==> config.mk <==
export PLATFORM = sky130hd
export DESIGN_NAME = pwm4_timer
export DESIGN_NICKNAME = d
export VERILOG_FILES = /design/src/rtl/pwm4_pkg.sv /design/src/rtl/pwm4_regs.sv /design/src/rtl/pwm4_count.sv /design/src/rtl/pwm4_chan.sv /design/src/rtl/pwm4_timer.sv
export SDC_FILE = /design/constraint.sdc
export NUM_CORES = 1
export LEC_CHECK = 0
export BUFFER_PORTS_ARGS = -buffer_cell sky130_fd_sc_hd__buf_4
export CORE_MARGIN = 4
export CORE_UTILIZATION = 50
export DETAILED_ROUTE_END_ITERATION = 10
export PLACE_DENSITY = 0.76
export SETUP_SLACK_MARGIN = 0.4
export SYNTH_ARGS = -nofsm -noshare
export SYNTH_HDL_FRONTEND = slang
export SYNTH_SLANG_ARGS = --single-unit
==> constraint.sdc <==
create_clock -name clk -period 5.37 [get_ports clk]
set_input_delay 1.074 -clock clk [delete_from_list [all_inputs] [get_ports clk]]
set_output_delay 1.074 -clock clk [all_outputs]
set_load 0.05 [all_outputs]
==> src/rtl/pwm4_pkg.sv <==
package pwm4_pkg;
    localparam int NCH = 4;
    localparam int DW  = 16;
    localparam int AW  = 4;
    localparam int MW  = 3;

    localparam logic [MW-1:0] MODE_LOW  = 3'd4;
    localparam logic [MW-1:0] MODE_HIGH = 3'd5;
    localparam logic [MW-1:0] MODE_PWM1 = 3'd6;

    localparam logic [AW-1:0] A_CTRL  = 4'd0;
    localparam logic [AW-1:0] A_MODEA = 4'd1;
    localparam logic [AW-1:0] A_MODEB = 4'd2;
    localparam logic [AW-1:0] A_ENBL  = 4'd3;
    localparam logic [AW-1:0] A_PSC   = 4'd4;
    localparam logic [AW-1:0] A_PER   = 4'd5;
    localparam logic [AW-1:0] A_CMP0  = 4'd6;

    // first channel of a pair at bit 4, second at bit 12
    function automatic int mode_lsb(input int ch);
        return ((ch % 2) == 0) ? 4 : 12;
    endfunction

    typedef struct packed {
        logic                     run;
        logic                     buf_en;
        logic [NCH-1:0][MW-1:0]   mode;
        logic [NCH-1:0]           en;
        logic [NCH-1:0]           inv;
        logic [DW-1:0]            psc;
        logic [DW-1:0]            per_hold;
        logic [NCH-1:0][DW-1:0]   thr;
    } regs_t;

    typedef struct packed {
        logic [DW-1:0] pc;
        logic [DW-1:0] cnt;
        logic [DW-1:0] per;
    } cnt_t;
endpackage

==> src/rtl/pwm4_regs.sv <==
module pwm4_regs
    import pwm4_pkg::*;
(
    input  logic                   clk,
    input  logic                   rst,
    input  logic                   wr_en,
    input  logic [AW-1:0]          addr,
    input  logic [DW-1:0]          wr_data,
    output logic [DW-1:0]          rd_data,
    output regs_t                  regs_o
);
    regs_t r_d, r_q;

    always_comb begin
        r_d = r_q;
        if (wr_en) begin
            if (addr == A_CTRL) begin
                r_d.run    = wr_data[0];
                r_d.buf_en = wr_data[1];
            end
            if (addr == A_PSC) r_d.psc      = wr_data;
            if (addr == A_PER) r_d.per_hold = wr_data;
            for (int c = 0; c < NCH; c++) begin
                if (addr == AW'(int'(A_MODEA) + c / 2))
                    r_d.mode[c] = wr_data[mode_lsb(c) +: MW];
                if (addr == A_ENBL) begin
                    r_d.en[c]  = wr_data[4*c];
                    r_d.inv[c] = wr_data[4*c+1];
                end
                if (addr == AW'(int'(A_CMP0) + c))
                    r_d.thr[c] = wr_data;
            end
        end
    end

    always_ff @(posedge clk) begin
        if (rst) begin
            r_q          <= '0;
            r_q.per_hold <= '1;
        end else begin
            r_q <= r_d;
        end
    end

    always_comb begin
        rd_data = '0;
        if (addr == A_CTRL) rd_data[1:0] = {r_q.buf_en, r_q.run};
        if (addr == A_PSC)  rd_data = r_q.psc;
        if (addr == A_PER)  rd_data = r_q.per_hold;
        for (int c = 0; c < NCH; c++) begin
            if (addr == AW'(int'(A_MODEA) + c / 2))
                rd_data[mode_lsb(c) +: MW] = r_q.mode[c];
            if (addr == A_ENBL) begin
                rd_data[4*c]   = r_q.en[c];
                rd_data[4*c+1] = r_q.inv[c];
            end
            if (addr == AW'(int'(A_CMP0) + c))
                rd_data = r_q.thr[c];
        end
    end

    assign regs_o = r_q;
endmodule

==> src/rtl/pwm4_count.sv <==
module pwm4_count
    import pwm4_pkg::*;
(
    input  logic          clk,
    input  logic          rst,
    input  logic          run_i,
    input  logic          buf_i,
    input  logic [DW-1:0] psc_i,
    input  logic          per_wr_i,
    input  logic [DW-1:0] per_wdata_i,
    input  logic [DW-1:0] per_hold_i,
    output logic [DW-1:0] cnt_o
);
    cnt_t c_d, c_q;
    logic tick, wrap;

    always_comb begin
        c_d  = c_q;
        tick = run_i && (c_q.pc >= psc_i);
        wrap = tick && (c_q.cnt >= c_q.per);
        if (tick)       c_d.pc = '0;
        else if (run_i) c_d.pc = c_q.pc + 1'b1;
        if (wrap)       c_d.cnt = '0;
        else if (tick)  c_d.cnt = c_q.cnt + 1'b1;
        if (per_wr_i && !buf_i) c_d.per = per_wdata_i;
        else if (wrap)          c_d.per = per_hold_i;
    end

    always_ff @(posedge clk) begin
        if (rst) begin
            c_q     <= '0;
            c_q.per <= '1;
        end else begin
            c_q <= c_d;
        end
    end

    assign cnt_o = c_q.cnt;

    a_r3_tick_restart: assert property (@(posedge clk) disable iff (rst)
        tick |=> (c_q.pc == '0));
    a_r4_wrap_zero: assert property (@(posedge clk) disable iff (rst)
        (tick && (c_q.cnt >= c_q.per)) |=> (cnt_o == '0));
    a_r5_hold: assert property (@(posedge clk) disable iff (rst)
        !run_i |=> ($stable(c_q.cnt) && $stable(c_q.pc)));
    a_r6_buffered: assert property (@(posedge clk) disable iff (rst)
        (buf_i && !(tick && (c_q.cnt >= c_q.per))) |=> $stable(c_q.per));
endmodule

==> src/rtl/pwm4_chan.sv <==
module pwm4_chan
    import pwm4_pkg::*;
(
    input  logic          clk,
    input  logic          rst,
    input  logic [MW-1:0] mode_i,
    input  logic [DW-1:0] thr_i,
    input  logic [DW-1:0] cnt_i,
    input  logic          en_i,
    input  logic          inv_i,
    output logic          pin_o
);
    logic lvl;

    always_comb begin
        case (mode_i)
            MODE_HIGH: lvl = 1'b1;
            MODE_PWM1: lvl = (cnt_i < thr_i);
            MODE_LOW:  lvl = 1'b0;
            default:   lvl = 1'b0;
        endcase
        pin_o = en_i & (lvl ^ inv_i);
    end

    a_r7_zero_thr_low: assert property (@(posedge clk) disable iff (rst)
        (mode_i == MODE_PWM1 && thr_i == '0 && en_i) |-> (pin_o == inv_i));
    a_r9_disabled_low: assert property (@(posedge clk) disable iff (rst)
        !en_i |-> !pin_o);
endmodule

==> src/rtl/pwm4_timer.sv <==
module pwm4_timer
    import pwm4_pkg::*;
(
    input  logic          clk,
    input  logic          rst,
    input  logic          wr_en,
    input  logic [3:0]    addr,
    input  logic [15:0]   wr_data,
    output logic [15:0]   rd_data,
    output logic [3:0]    pwm_out
);
    regs_t         regs;
    logic [DW-1:0] cnt;
    logic          per_wr;

    assign per_wr = wr_en && (addr == A_PER);

    pwm4_regs u_regs (
        .clk(clk), .rst(rst), .wr_en(wr_en), .addr(addr),
        .wr_data(wr_data), .rd_data(rd_data), .regs_o(regs)
    );

    pwm4_count u_count (
        .clk(clk), .rst(rst), .run_i(regs.run), .buf_i(regs.buf_en),
        .psc_i(regs.psc), .per_wr_i(per_wr), .per_wdata_i(wr_data),
        .per_hold_i(regs.per_hold), .cnt_o(cnt)
    );

    for (genvar c = 0; c < NCH; c++) begin : g_ch
        pwm4_chan u_ch (
            .clk(clk), .rst(rst), .mode_i(regs.mode[c]), .thr_i(regs.thr[c]),
            .cnt_i(cnt), .en_i(regs.en[c]), .inv_i(regs.inv[c]),
            .pin_o(pwm_out[c])
        );
    end

    a_r1_reset_quiet: assert property (@(posedge clk)
        $past(rst) |-> (pwm_out == '0));
endmodule

==> results.txt, run 1 <==
----------------------------------------------------
[Timing]
  Setup repair after global routing missed its margin ... no
  Final-report max-slew violation count ... 0
  Worst Max-Slew Pin Slew ... roughly 1.2 ns
  Number of failing hold endpoints at the final stage ... 0
  Maximum clock frequency ... 241 MHz
  Period utilisation layout ... 77.3%
  Largest clock skew in the final design ... 0.0102 ns
  Final worst path period need ... 4.15 ns
  Minimum hold slack ... 0.459 ns
  Final TNS setup ... 0 ns
  Number of failing setup endpoints in the final timing report ... 0
  Slew HR ... 21.8%

[Global routing]
  Number of antenna violations at the first check in global routing ... 0
  First-pass GRT wire length ... 46700 µm
  GRT overflow ... 0
  Overall fraction of global-route tracks in use ... roughly 27%
  Maximum number of pins on one net before global-route repair ... 73
  Via count of the first global-routing pass ... 8432

[Worst setup path]
  Cell at the slowest stage of the critical path ... sky130_fd_sc_hd__dfxtp_1
  Type of the worst setup path ... reg -> out
  Critical path startpoint category ... register
  Worst Path Required ... 4.30 ns
  CP Cell Sequence ... ha_1, a21o_1, a211o_1, a211oi_1, o21ai_0, a21oi_1, mux2i_1, buf_4
  R2r setup slk ... ~2.2 ns
  Highest fanout seen on the critical path ... 10
  CP Capture Type ... output port
  Data arrival time at the worst-slack endpoint ... 3.08 ns
  Delay of the slowest cell on the worst path ... 0.63 ns

[Routing]
  Number of remaining DRC errors ... 0
  Length of routed wiring on met1 ... 12300 µm
  Via count of the routed design ... 9066
  Met2 Routed Length ... 13400 µm
  First-pass iteration count of the detailed router ... 7
  WL per Instance ... around 20 µm
  Vias per inst ... between 6 and 7
  Top layer used by detailed routing ... met4
  Met3 Wirelength ... 3050 µm
  First-iteration detailed-routing DRC count ... 1132
  Post-route ant nets ... 0
  Total routed wirelength ... 30000 µm

[Floorplanning]
  Number of top-level pins ... 43
  Horizontal die dimension ... 147 µm
  Effective utilization at floorplan ... a little over 50%
  Die ar. ... 21700 µm²
  Core Box Area ... 18900 µm²
  Floorplan die height ... 147 µm
  Standard-cell row count ... 50

[Clocking]
  Maximum buffer depth of the clock tree ... 2
  Setup bufs post-CTS ... 0
  Hold buffer count at cts ... 0
  TritonCTS clock tree ... yes
  Num CTS Buffers ... 17
  Clock transition at the registers of the reported paths ... around 0.07 ns
  Clock root buffer ... sky130_fd_sc_hd__clkbuf_16
  Worst-skew pair later-pin latency ... 0.45 ns
  Post-CTS resize count ... 0
  Num Clock Sinks ... ~170
  H-tree levels ... 4

[Pwr]
  Internal power component ... a little under 0.002 W
  Peak supply drop ... 0.243 mV
  Power density over the cells ... between 200 and 300 nW/µm²
  Sequential share of power ... 47.3%
  Clock network fraction of total power ... about 45%
  Switching power total ... about 0.00070 W
  Switching share of power ... 26.4%
  Relative contribution of combinational cells to total power ... 7.5%
  Leakage component of the power ... 4.32 nW

[Synthesis]
  Most repeated cell in the gate-level netlist after synthesis ... sky130_fd_sc_hd__nand2_1
  Synthesis Warnings ... 0
  Most frequently used flop master after synthesis ... sky130_fd_sc_hd__dfxtp_1
  Synthesized net count ... about 1300
  Combined area of all synthesized cells ... slightly below 10000 µm²
  Register bit count reported by yosys ... 166
  Sequential cell area fraction in the yosys report ... 34.3%
  Cell type with the largest total area after synthesis ... sky130_fd_sc_hd__dfxtp_1
  Synth top cells by count ... 227 x sky130_fd_sc_hd__nand2_1, 166 x sky130_fd_sc_hd__dfxtp_1, 118 x sky130_fd_sc_hd__a21oi_1
  Share of the synthesized area in the top cell type ... between 30% and 40%
  Number of enable flip-flop cells after synthesis ... 0
  Share of synthesized flip-flops with an asynchronous set or reset ... 0%
  Synth Area per Inst ... 7.87 µm²
  Synth unique cells ... 52
  Cell types occupying the most area after synthesis ... sky130_fd_sc_hd__dfxtp_1 34%, sky130_fd_sc_hd__ha_1 12%, sky130_fd_sc_hd__nand2_1 8.8%
  Synth Instances ... 1230

[Finish]
  Number of filler instances in the final layout ... 1765
  Total inserted antenna cells ... 0
  Share of post-route cells with drive strength above 1 ... 8.12%
  Total number of nets in the final design ... 1336
  Finished layout cell area ... 10600 µm²
  Relative area change from synthesis to final layout ... 9.72%

[Place]
  Port Buf Inserts ... 42
  Final GP Congestion ... 0.944
  Placed standard-cell area ... about 10000 µm²
  Detailed-placement wirelength estimate ... 21500 µm

[Status]
  Result of the run ... finished, final reports clean

[Run]
  Max-capacitance violation count ... 0

[Worst hold path]
  Type of the most critical hold path ... reg -> reg

----------------------------------------------------
per-stage QoR:
step | cells | utilization (%) | total power [W] | setup slack (ns)
4_1_cts | 1492 | 56.2 | 0.00267 | 1.29
3_3_place_gp | 1460 | 53.3 | 0.00148 | 1.38
2_1_floorplan | 1230 | - | 0.00141 | 1.14
6_report | 1492 | 56.2 | 0.00266 | 1.22
5_1_grt | 1492 | 56.2 | 0.00274 | 1.09
3_5_place_dp | 1460 | 53.3 | 0.00148 | 1.35
critical path: cells and delay by family (launching register included):
kind | cells | cell delay, ns
mux | 1 | 0.21
compound gates | 5 | 1.25
fa+ha+maj | 1 | 0.33
flops | 1 | 0.63
buf+inv | 1 | 0.22
power by group through the flow:
stage,Combinational (W),Sequential [W],Clock (W)
CTS,0.000195,0.00126,0.00121
detailed placement,0.000194,0.00129,0
global route,0.000212,0.00126,0.00126
finish,0.000200,0.00126,0.00120
floorplan,0.000126,0.00128,0
global placement,0.000191,0.00129,0
cells by family after synthesis:
family,after synthesis,synth area share (%)
mux,44,5.63
buf+inv,178,7.21
compound gates,272,17.8
simple gates,460,21.5
xor+xnor,16,1.45
flops,166,34.3
fa+ha+maj,94,12.1
final timing paths:
| check | from | end | cells after the start |
|---|---|---|---|
| max | u_count.cnt_o[6] | pwm_out[0] | 8 |
| min | u_regs.regs_o[81] | u_regs.regs_o[81] | 2 |
| min reg2reg | u_regs.regs_o[81] | u_regs.regs_o[81] | 2 |
| max reg2reg | u_count.cnt_o[7] | u_count.cnt_o[6] | 7 |
per-layer routing:
layer,up-vias,GRT usage (%)
met5,-,0
met4,0,11.6
met3,85,6.20
met2,452,42.3
met1,4280,37.2
li1,4249,-
final cells by class:
class,instances,area [µm²],area share [%]
clock inverters,13,120,1.13
flip-flops and latches,166,3320,31.3
repair buffers,47,353,3.32
clock buffers,19,443,4.17
well taps,260,325,3.06
multi-input cells,886,5680,53.5
inverters,101,379,3.57
registers in the layout, summed over array words and instances (netlist names):
signal and flops:
u_count.cnt_o 16, u_count.c_q 32, u_regs.regs_o 118
layout by cell type, fill, tap and decap left out, drive strengths merged, types with 12 or more instances in the layout:
cell type | Yosys | final
a211oi | 25 | 25
a21o | 16 | 16
a21oi | 119 | 119
and3 | 13 | 13
buf | 13 | 47
clkbuf | 64 | 19
dfxtp | 166 | 166
ha | 94 | 94
inv | 101 | 105
mux2i | 32 | 32
nand2 | 227 | 227
nand2b | 12 | 12
nand3 | 21 | 21
nand3b | 16 | 16
nand4 | 12 | 12
nor2 | 96 | 96
nor2b | 13 | 13
nor4 | 16 | 16
o21ai | 38 | 38
Note: power is estimated with default switching activity, not from simulation.
==> run 2: changes to the inputs <==
==> constraint.sdc (replaced) <==
create_clock -name clk -period 4.2 [get_ports clk]
set_input_delay 0.84 -clock clk [delete_from_list [all_inputs] [get_ports clk]]
set_output_delay 0.84 -clock clk [all_outputs]
set_load 0.05 [all_outputs]
==> run 2 against run 1 <==
First-iteration DRC count up 5.5%; clock power up 26%; utilization up 0.26 points; register-to-register slack worse by 0.77 ns; worst setup slack worse by 0.73 ns; flip-flop and latch count unchanged; clock skew up 0.0029 ns; wire length down 0.84%; sequential share of layout area down 0.13 points; total power up 27%; sequential power up 28%; non-clock buffer count up 7; critical path type unchanged; critical endpoint is now pwm_out[2]; largest power group unchanged.
==> results.txt, run 2 (synthesis results as in run 1) <==
----------------------------------------------------
[Worst setup path]
  Worst r2r src ... u_regs.regs_o[95] (was u_count.cnt_o[7])
  Data arrival time at the worst-slack endpoint ... 2.87 ns (was 3.08 ns)
  Delay of the slowest cell on the worst path ... 0.65 ns (was 0.63 ns)
  Endpoint of the lowest-slack register-to-register path ... u_count.cnt_o[8] (was u_count.cnt_o[6])
  R2r setup slk ... 1.44 ns (was 2.21 ns)
  Worst setup path endpoint ... pwm_out[2] (was pwm_out[0])
  Type of the worst setup path ... reg -> out (unchanged)
  Worst Path Required ... 3.36 ns (was 4.30 ns)
  Critical path startpoint category ... register (unchanged)
  CP Capture Type ... output port (unchanged)
  Cell at the slowest stage of the critical path ... sky130_fd_sc_hd__dfxtp_1 (unchanged)
  Highest fanout seen on the critical path ... 9 (was 10)
  Critical path startpoint ... u_count.cnt_o[9] (was u_count.cnt_o[6])
  Worst r2r path cells ... 8 (was 7)
  CP Cell Sequence ... ha_1, a21o_1, a211oi_1, o21ai_0, a21oi_1, mux2i_1, buf_4 (was ha_1, a21o_1, a211o_1, a211oi_1, o21ai_0, a21oi_1, mux2i_1, buf_4)

[Clocking]
  H-tree levels ... 4 (unchanged)
  Clock root buffer ... sky130_fd_sc_hd__clkbuf_16 (unchanged)
  Num CTS Buffers ... 17 (unchanged)
  Worst-skew pair later-pin latency ... 0.44 ns (was 0.45 ns)
  Num Clock Sinks ... 166 (unchanged)
  Clock transition at the registers of the reported paths ... 0.07 ns (about the same)
  TritonCTS clock tree ... yes (unchanged)
  Maximum buffer depth of the clock tree ... 2 (unchanged)
  Hold buffer count at cts ... 0 (unchanged)

[Floorplanning]
  Floorplan die height ... 147 µm (unchanged)
  Number of top-level pins ... 43 (unchanged)
  Effective utilization at floorplan ... 51.3% (unchanged)
  Standard-cell row count ... 50 (unchanged)
  Die ar. ... 21700 µm² (unchanged)
  Horizontal die dimension ... 147 µm (unchanged)
  Core Box Area ... 18900 µm² (unchanged)

[Routing]
  Via count of the routed design ... 9072 (was 9066)
  Vias per inst ... 6.05 (was 6.08)
  Post-route ant nets ... 0 (unchanged)
  First-iteration detailed-routing DRC count ... 1194 (was 1132)
  Number of remaining DRC errors ... 0 (unchanged)
  Total routed wirelength ... 29700 µm (was 30000 µm)
  WL per Instance ... 19.8 µm (was 20.1 µm)
  First-pass iteration count of the detailed router ... 6 (was 7)

[Timing]
  Worst Max-Slew Pin Slew ... 0.755 ns (was 1.17 ns)
  Final TNS setup ... 0 ns (unchanged)
  Minimum hold slack ... 0.457 ns (was 0.459 ns)
  Slew HR ... 49.7% (was 21.8%)
  Maximum clock frequency ... 269 MHz
  Final worst path period need ... between 3 and 4 ns
  Final-report max-slew violation count ... 0 (unchanged)
  Setup repair after global routing missed its margin ... no (unchanged)
  Number of failing setup endpoints in the final timing report ... 0 (unchanged)
  Period utilisation layout ... 88.4%
  Largest clock skew in the final design ... 0.0131 ns (was 0.0102 ns)
  Number of failing hold endpoints at the final stage ... 0 (unchanged)

[Global routing]
  GRT overflow ... 0 (unchanged)
  First-pass GRT wire length ... 46600 µm (was 46700 µm)
  Via count of the first global-routing pass ... 8506 (was 8432)
  Number of antenna violations at the first check in global routing ... 0 (unchanged)
  Maximum number of pins on one net before global-route repair ... 69 (was 73)
  Overall fraction of global-route tracks in use ... 27.3% (was 27.5%)

[Finish]
  Total number of nets in the final design ... 1343 (was 1336)
  Share of post-route cells with drive strength above 1 ... 8.72% (was 8.12%)
  Number of filler instances in the final layout ... 1723 (was 1765)
  Total inserted antenna cells ... 0 (unchanged)
  Leading cell type in the layout, fill and taps excluded ... sky130_fd_sc_hd__nand2_1 (unchanged)
  Number of flip-flops in the largest register ... 118 (unchanged)
  Relative area change from synthesis to final layout ... 10.2% (was 9.72%)
  Register Area ... 3320 µm² (about the same)
  Utilization after layout ... 56.5% (was 56.2%)
  Multi-input gate area in the final layout ... 5680 µm² (unchanged)
  Commonest cells after routing, fill and taps aside ... 227 x sky130_fd_sc_hd__nand2_1, 165 x sky130_fd_sc_hd__dfxtp_1, 118 x sky130_fd_sc_hd__a21oi_1, 101 x sky130_fd_sc_hd__inv_1, 96 x sky130_fd_sc_hd__nor2_1 (was 227 x sky130_fd_sc_hd__nand2_1, 166 x sky130_fd_sc_hd__dfxtp_1, 118 x sky130_fd_sc_hd__a21oi_1, 101 x sky130_fd_sc_hd__inv_1, 96 x sky130_fd_sc_hd__nor2_1)

[Run]
  Max-capacitance violation count ... 0 (unchanged)

[Pwr]
  Peak supply drop ... 0.285 mV (was 0.243 mV)
  Switching share of power ... 26.4% (about the same)
  Relative contribution of combinational cells to total power ... 7.6% (was 7.5%)
  Sequential share of power ... 47.8% (was 47.3%)
  Clock network fraction of total power ... 44.7% (was 45.2%)
  Leakage component of the power ... 4.35 nW (was 4.32 nW)
  Switching power total ... 0.000890 W (was 0.000704 W)
  Power density over the cells ... 316 nW/µm² (was 251 nW/µm²)
  Internal power component ... 0.00249 W (was 0.00196 W)

[Place]
  Detailed-placement wirelength estimate ... 21200 µm (was 21500 µm)
  Port Buf Inserts ... 42 (unchanged)
  Final GP Congestion ... 0.946 (was 0.944)

[Status]
  Result of the run ... finished, final reports clean (unchanged)

[Worst hold path]
  Type of the most critical hold path ... reg -> reg (unchanged)

----------------------------------------------------
run 2: power by group through the flow:
stage	Sequential [W]	Combinational (W)	Clock (W)
after floorplan	0.00164	0.000161	0
after global placement	0.00165	0.000244	0
after detailed placement	0.00165	0.000248	0
after CTS	0.00161	0.000249	0.00153
after global routing	0.00161	0.000273	0.00159
final	0.00161	0.000256	0.00151
run 2: stage by stage:
stage / setup WS, ns / power [W] / area [µm²] / instances
final: 0.488 / 0.00338 / 10700 / 1499
after global routing: 0.427 / 0.00347 / 10700 / 1499
after CTS: 0.518 / 0.00339 / 10700 / 1499
after detailed placement: 0.810 / 0.00189 / 10100 / 1467
after global placement: 0.911 / 0.00189 / 10100 / 1467
after floorplan: 0.442 / 0.00180 / 9680 / 1230
run 2: layer usage:
metal / GRT usage [%] / vias to the layer above / wire [µm]
li1: - / 4266 / -
met1: 37.0 / 4235 / 12400
met2: 41.4 / 478 / 12900
met3: 6.35 / 93 / 3150
met4: 12.8 / 0 / 1310
met5: 0 / - / 0
run 2: worst max-delay path, delay by kind of cell, from the launching register on:
| family | cells | cell delay [ns] |
|---|---|---|
| buffers and inverters | 1 | 0.24 |
| adders and majority gates | 1 | 0.34 |
| DFF | 1 | 0.65 |
| muxes | 1 | 0.29 |
| AOI/OAI and AO/OA | 4 | 0.91 |
run 2: repair_timing:
item | CTS | global route
endpoints found under the setup margin | 1 | 0
gates resized for setup | 1 | 0
setup buffers | 0 | 0
run 2: worst min path at each step:
stage / start / endpoint / depth (start not counted)
after floorplan: u_regs.regs_o[81] / u_regs.regs_o[81] / 2
after global placement: u_regs.regs_o[81] / u_regs.regs_o[81] / 2
after detailed placement: u_regs.regs_o[81] / u_regs.regs_o[81] / 2
after CTS: u_regs.regs_o[81] / u_regs.regs_o[81] / 2
after global routing: u_regs.regs_o[81] / u_regs.regs_o[81] / 2
final: u_regs.regs_o[81] / u_regs.regs_o[81] / 2
run 2: cell type report:
class	instances	share of cell area, %
multi-input combinational	886	53.2
timing repair buffer	54	3.80
inverter	101	3.55
clock buffer	21	4.41
tap	260	3.05
sequential	166	31.1
clock inverter	11	0.832
==> run 3: changes to the inputs <==
--- a/config.mk
+++ b/config.mk
@@ -9,6 +9,7 @@
 export CORE_MARGIN = 4
 export CORE_UTILIZATION = 50
 export DETAILED_ROUTE_END_ITERATION = 10
+export MAX_ROUTING_LAYER = met4
 export PLACE_DENSITY = 0.76
 export SETUP_SLACK_MARGIN = 0.4
 export SYNTH_ARGS = -nofsm -noshare
==> run 3 against run 2 <==
Register-to-register slack got worse by 0.12 ns; via count decreased by 1.2%; non-clock buffer count decreased by 1; first-iteration DRC count decreased by 13%; clock skew decreased by 0.0037 ns; design area increased by 0.31%; utilization increased by 0.17 points; critical endpoint is now pwm_out[3]; highest routed layer unchanged.
==> results.txt, run 3 (synthesis results as in run 1) <==
----------------------------------------------------
[Worst setup path]
  Delay-heaviest family, CP ... compound AO/OA/AOI/OAI gates (unchanged)
  Delay of the slowest cell on the worst path ... 0.49 ns (was 0.65 ns)
  Highest fanout seen on the critical path ... 10 (was 9)
  Cell at the slowest stage of the critical path ... sky130_fd_sc_hd__dfxtp_2 (was sky130_fd_sc_hd__dfxtp_1)
  Type of the worst setup path ... reg -> out (unchanged)
  Worst Path Required ... 3.36 ns (about the same)
  Worst r2r src ... u_regs.regs_o[95] (unchanged)
  Buffers plus inverters on the worst setup path ... 1 (unchanged)
  CP Cell Sequence ... ha_1, a21o_1, a211o_1, a211oi_1, o21ai_0, a21oi_1, mux2i_1, buf_4 (was ha_1, a21o_1, a211oi_1, o21ai_0, a21oi_1, mux2i_1, buf_4)
  Critical path startpoint ... u_count.cnt_o[6] (was u_count.cnt_o[9])
  Data arrival time at the worst-slack endpoint ... 2.77 ns (was 2.87 ns)
  Critical path startpoint category ... register (unchanged)
  CP Capture Type ... output port (unchanged)

[Routing]
  Post-route ant nets ... 0 (unchanged)
  Top layer used by detailed routing ... met4 (unchanged)
  WL per Instance ... 19.7 µm (was 19.8 µm)
  Met3 Wirelength ... 3360 µm (was 3150 µm)
  Length of routed wiring on met1 ... 12200 µm (was 12400 µm)
  Total routed wirelength ... 29600 µm (was 29700 µm)
  Via count of the routed design ... 8963 (was 9072)
  First-pass iteration count of the detailed router ... 9 (was 6)
  Met2 Routed Length ... 12800 µm (was 12900 µm)
  Number of remaining DRC errors ... 0 (unchanged)
  First-iteration detailed-routing DRC count ... 1034 (was 1194)
  Vias per inst ... 5.98 (was 6.05)

[Timing]
  Number of failing setup endpoints in the final timing report ... 0 (unchanged)
  Setup repair after global routing missed its margin ... no (unchanged)
  Period utilisation layout ... 86.1% (was 88.4%)
  Final-report max-slew violation count ... 0 (unchanged)
  Maximum clock frequency ... 277 MHz (was 269 MHz)
  Slew HR ... 16.4% (was 49.7%)
  Number of failing hold endpoints at the final stage ... 0 (unchanged)
  Final TNS setup ... 0 ns (unchanged)
  Worst Max-Slew Pin Slew ... 1.25 ns (was 0.755 ns)
  Largest clock skew in the final design ... 0.00939 ns (was 0.0131 ns)
  Final worst path period need ... 3.61 ns (was 3.71 ns)

[Clocking]
  Clock transition at the registers of the reported paths ... 0.06 ns (was 0.07 ns)
  Worst-skew pair later-pin latency ... 0.44 ns (about the same)
  Num Clock Sinks ... 166 (unchanged)
  Setup bufs post-CTS ... 0 (unchanged)
  TritonCTS clock tree ... yes (unchanged)
  H-tree levels ... 4 (unchanged)
  Clock root buffer ... sky130_fd_sc_hd__clkbuf_16 (unchanged)
  Hold buffer count at cts ... 0 (unchanged)
  Num CTS Buffers ... 17 (unchanged)
  Maximum buffer depth of the clock tree ... 2 (unchanged)
  Post-CTS resize count ... 0 (was 1)

[Finish]
  Commonest cells after routing, fill and taps aside ... 227 x sky130_fd_sc_hd__nand2_1, 165 x sky130_fd_sc_hd__dfxtp_1, 118 x sky130_fd_sc_hd__a21oi_1, 101 x sky130_fd_sc_hd__inv_1, 96 x sky130_fd_sc_hd__nor2_1 (unchanged)
  Utilization after layout ... 56.7% (was 56.5%)
  Number of filler instances in the final layout ... 1735 (was 1723)
  Share of post-route cells with drive strength above 1 ... 8.49% (was 8.72%)
  Number of flip-flops in the largest register ... 118 (unchanged)
  Register Area ... 3320 µm² (unchanged)
  Total number of nets in the final design ... 1342 (was 1343)
  Relative area change from synthesis to final layout ... 10.6% (was 10.2%)
  Multi-input gate area in the final layout ... 5680 µm² (unchanged)
  Finished layout cell area ... 10700 µm² (about the same)
  Leading cell type in the layout, fill and taps excluded ... sky130_fd_sc_hd__nand2_1 (unchanged)

[Floorplanning]
  Number of top-level pins ... 43 (unchanged)
  Effective utilization at floorplan ... 51.3% (unchanged)
  Floorplan die height ... 147 µm (unchanged)
  Die ar. ... 21700 µm² (unchanged)
  Standard-cell row count ... 50 (unchanged)
  Core Box Area ... 18900 µm² (unchanged)
  Horizontal die dimension ... 147 µm (unchanged)

[Global routing]
  First-pass GRT wire length ... 46100 µm (was 46600 µm)
  Maximum number of pins on one net before global-route repair ... 65 (was 69)
  Via count of the first global-routing pass ... 8259 (was 8506)
  GRT overflow ... 0 (unchanged)
  Number of antenna violations at the first check in global routing ... 1 (was 0)
  Overall fraction of global-route tracks in use ... 28.0% (was 27.3%)

[Place]
  Final GP Congestion ... 0.993 (was 0.946)
  Port Buf Inserts ... 42 (unchanged)
  Detailed-placement wirelength estimate ... 21200 µm (about the same)
  Placed standard-cell area ... 10100 µm² (about the same)

[Pwr]
  Leakage component of the power ... 4.37 nW (was 4.35 nW)
  Power density over the cells ... 326 nW/µm² (was 316 nW/µm²)
  Peak supply drop ... 0.275 mV (was 0.285 mV)

[Worst hold path]
  Hold Crit Start ... u_regs.regs_o[81] (unchanged)
  Type of the most critical hold path ... reg -> reg (unchanged)

[Status]
  Result of the run ... finished, final reports clean (unchanged)

[Run]
  Max-capacitance violation count ... 0 (unchanged)

----------------------------------------------------
[run 3: where the power goes]
part | switching [W] | internal, W | leakage [nW]
registers | 0.0000203 | 0.00159 | 1.34
clock network | 0.000670 | 0.000952 | 0.287
logic | 0.000176 | 0.0000783 | 2.74
total | 0.000866 | 0.00262 | 4.37
[run 3: tightest hold or removal path: cells and delay by family (launching register included)]
| kind | cells | cell delay [ns] |
|---|---|---|
| flip-flops | 1 | 0.31 |
| AND/OR/NAND/NOR | 1 | 0.05 |
| AO/OA/AOI/OAI | 1 | 0.05 |
[run 3: layout make-up]
type | instances | area share, %
multi-input combinational | 886 | 53.1
sequential | 166 | 31.0
clock buffer | 20 | 4.17
timing repair buffer | 53 | 3.72
inverter | 101 | 3.54
tap | 260 | 3.04
clock inverter | 11 | 1.40
antenna | 1 | 0.0234
[run 3: routing by layer]
layer	GRT usage, %	vias up
met1	37.4	4195
met2	40.3	444
met4	11.6	0
met3	7.43	79
met5	-	-
li1	-	4245
[run 3: stage by stage]
stage | worst slack [ns] | cells | hold slack [ns] | power, W
floorplan | 0.442 | 1230 | 0.436 | 0.00180
global placement | 0.904 | 1466 | 0.443 | 0.00189
detailed placement | 0.853 | 1466 | 0.450 | 0.00189
CTS | 0.441 | 1497 | 0.458 | 0.00348
global route | 0.426 | 1498 | 0.484 | 0.00358
finish | 0.585 | 1498 | 0.456 | 0.00349
[run 3: path summary, 6_finish.rpt]
check | end | slack (ns) | cells after the start
max | pwm_out[3] | 0.59 | 8
min | u_regs.regs_o[81] | 0.46 | 2
max reg2reg | u_count.cnt_o[13] | 1.32 | 7
min reg2reg | u_regs.regs_o[81] | 0.46 | 2
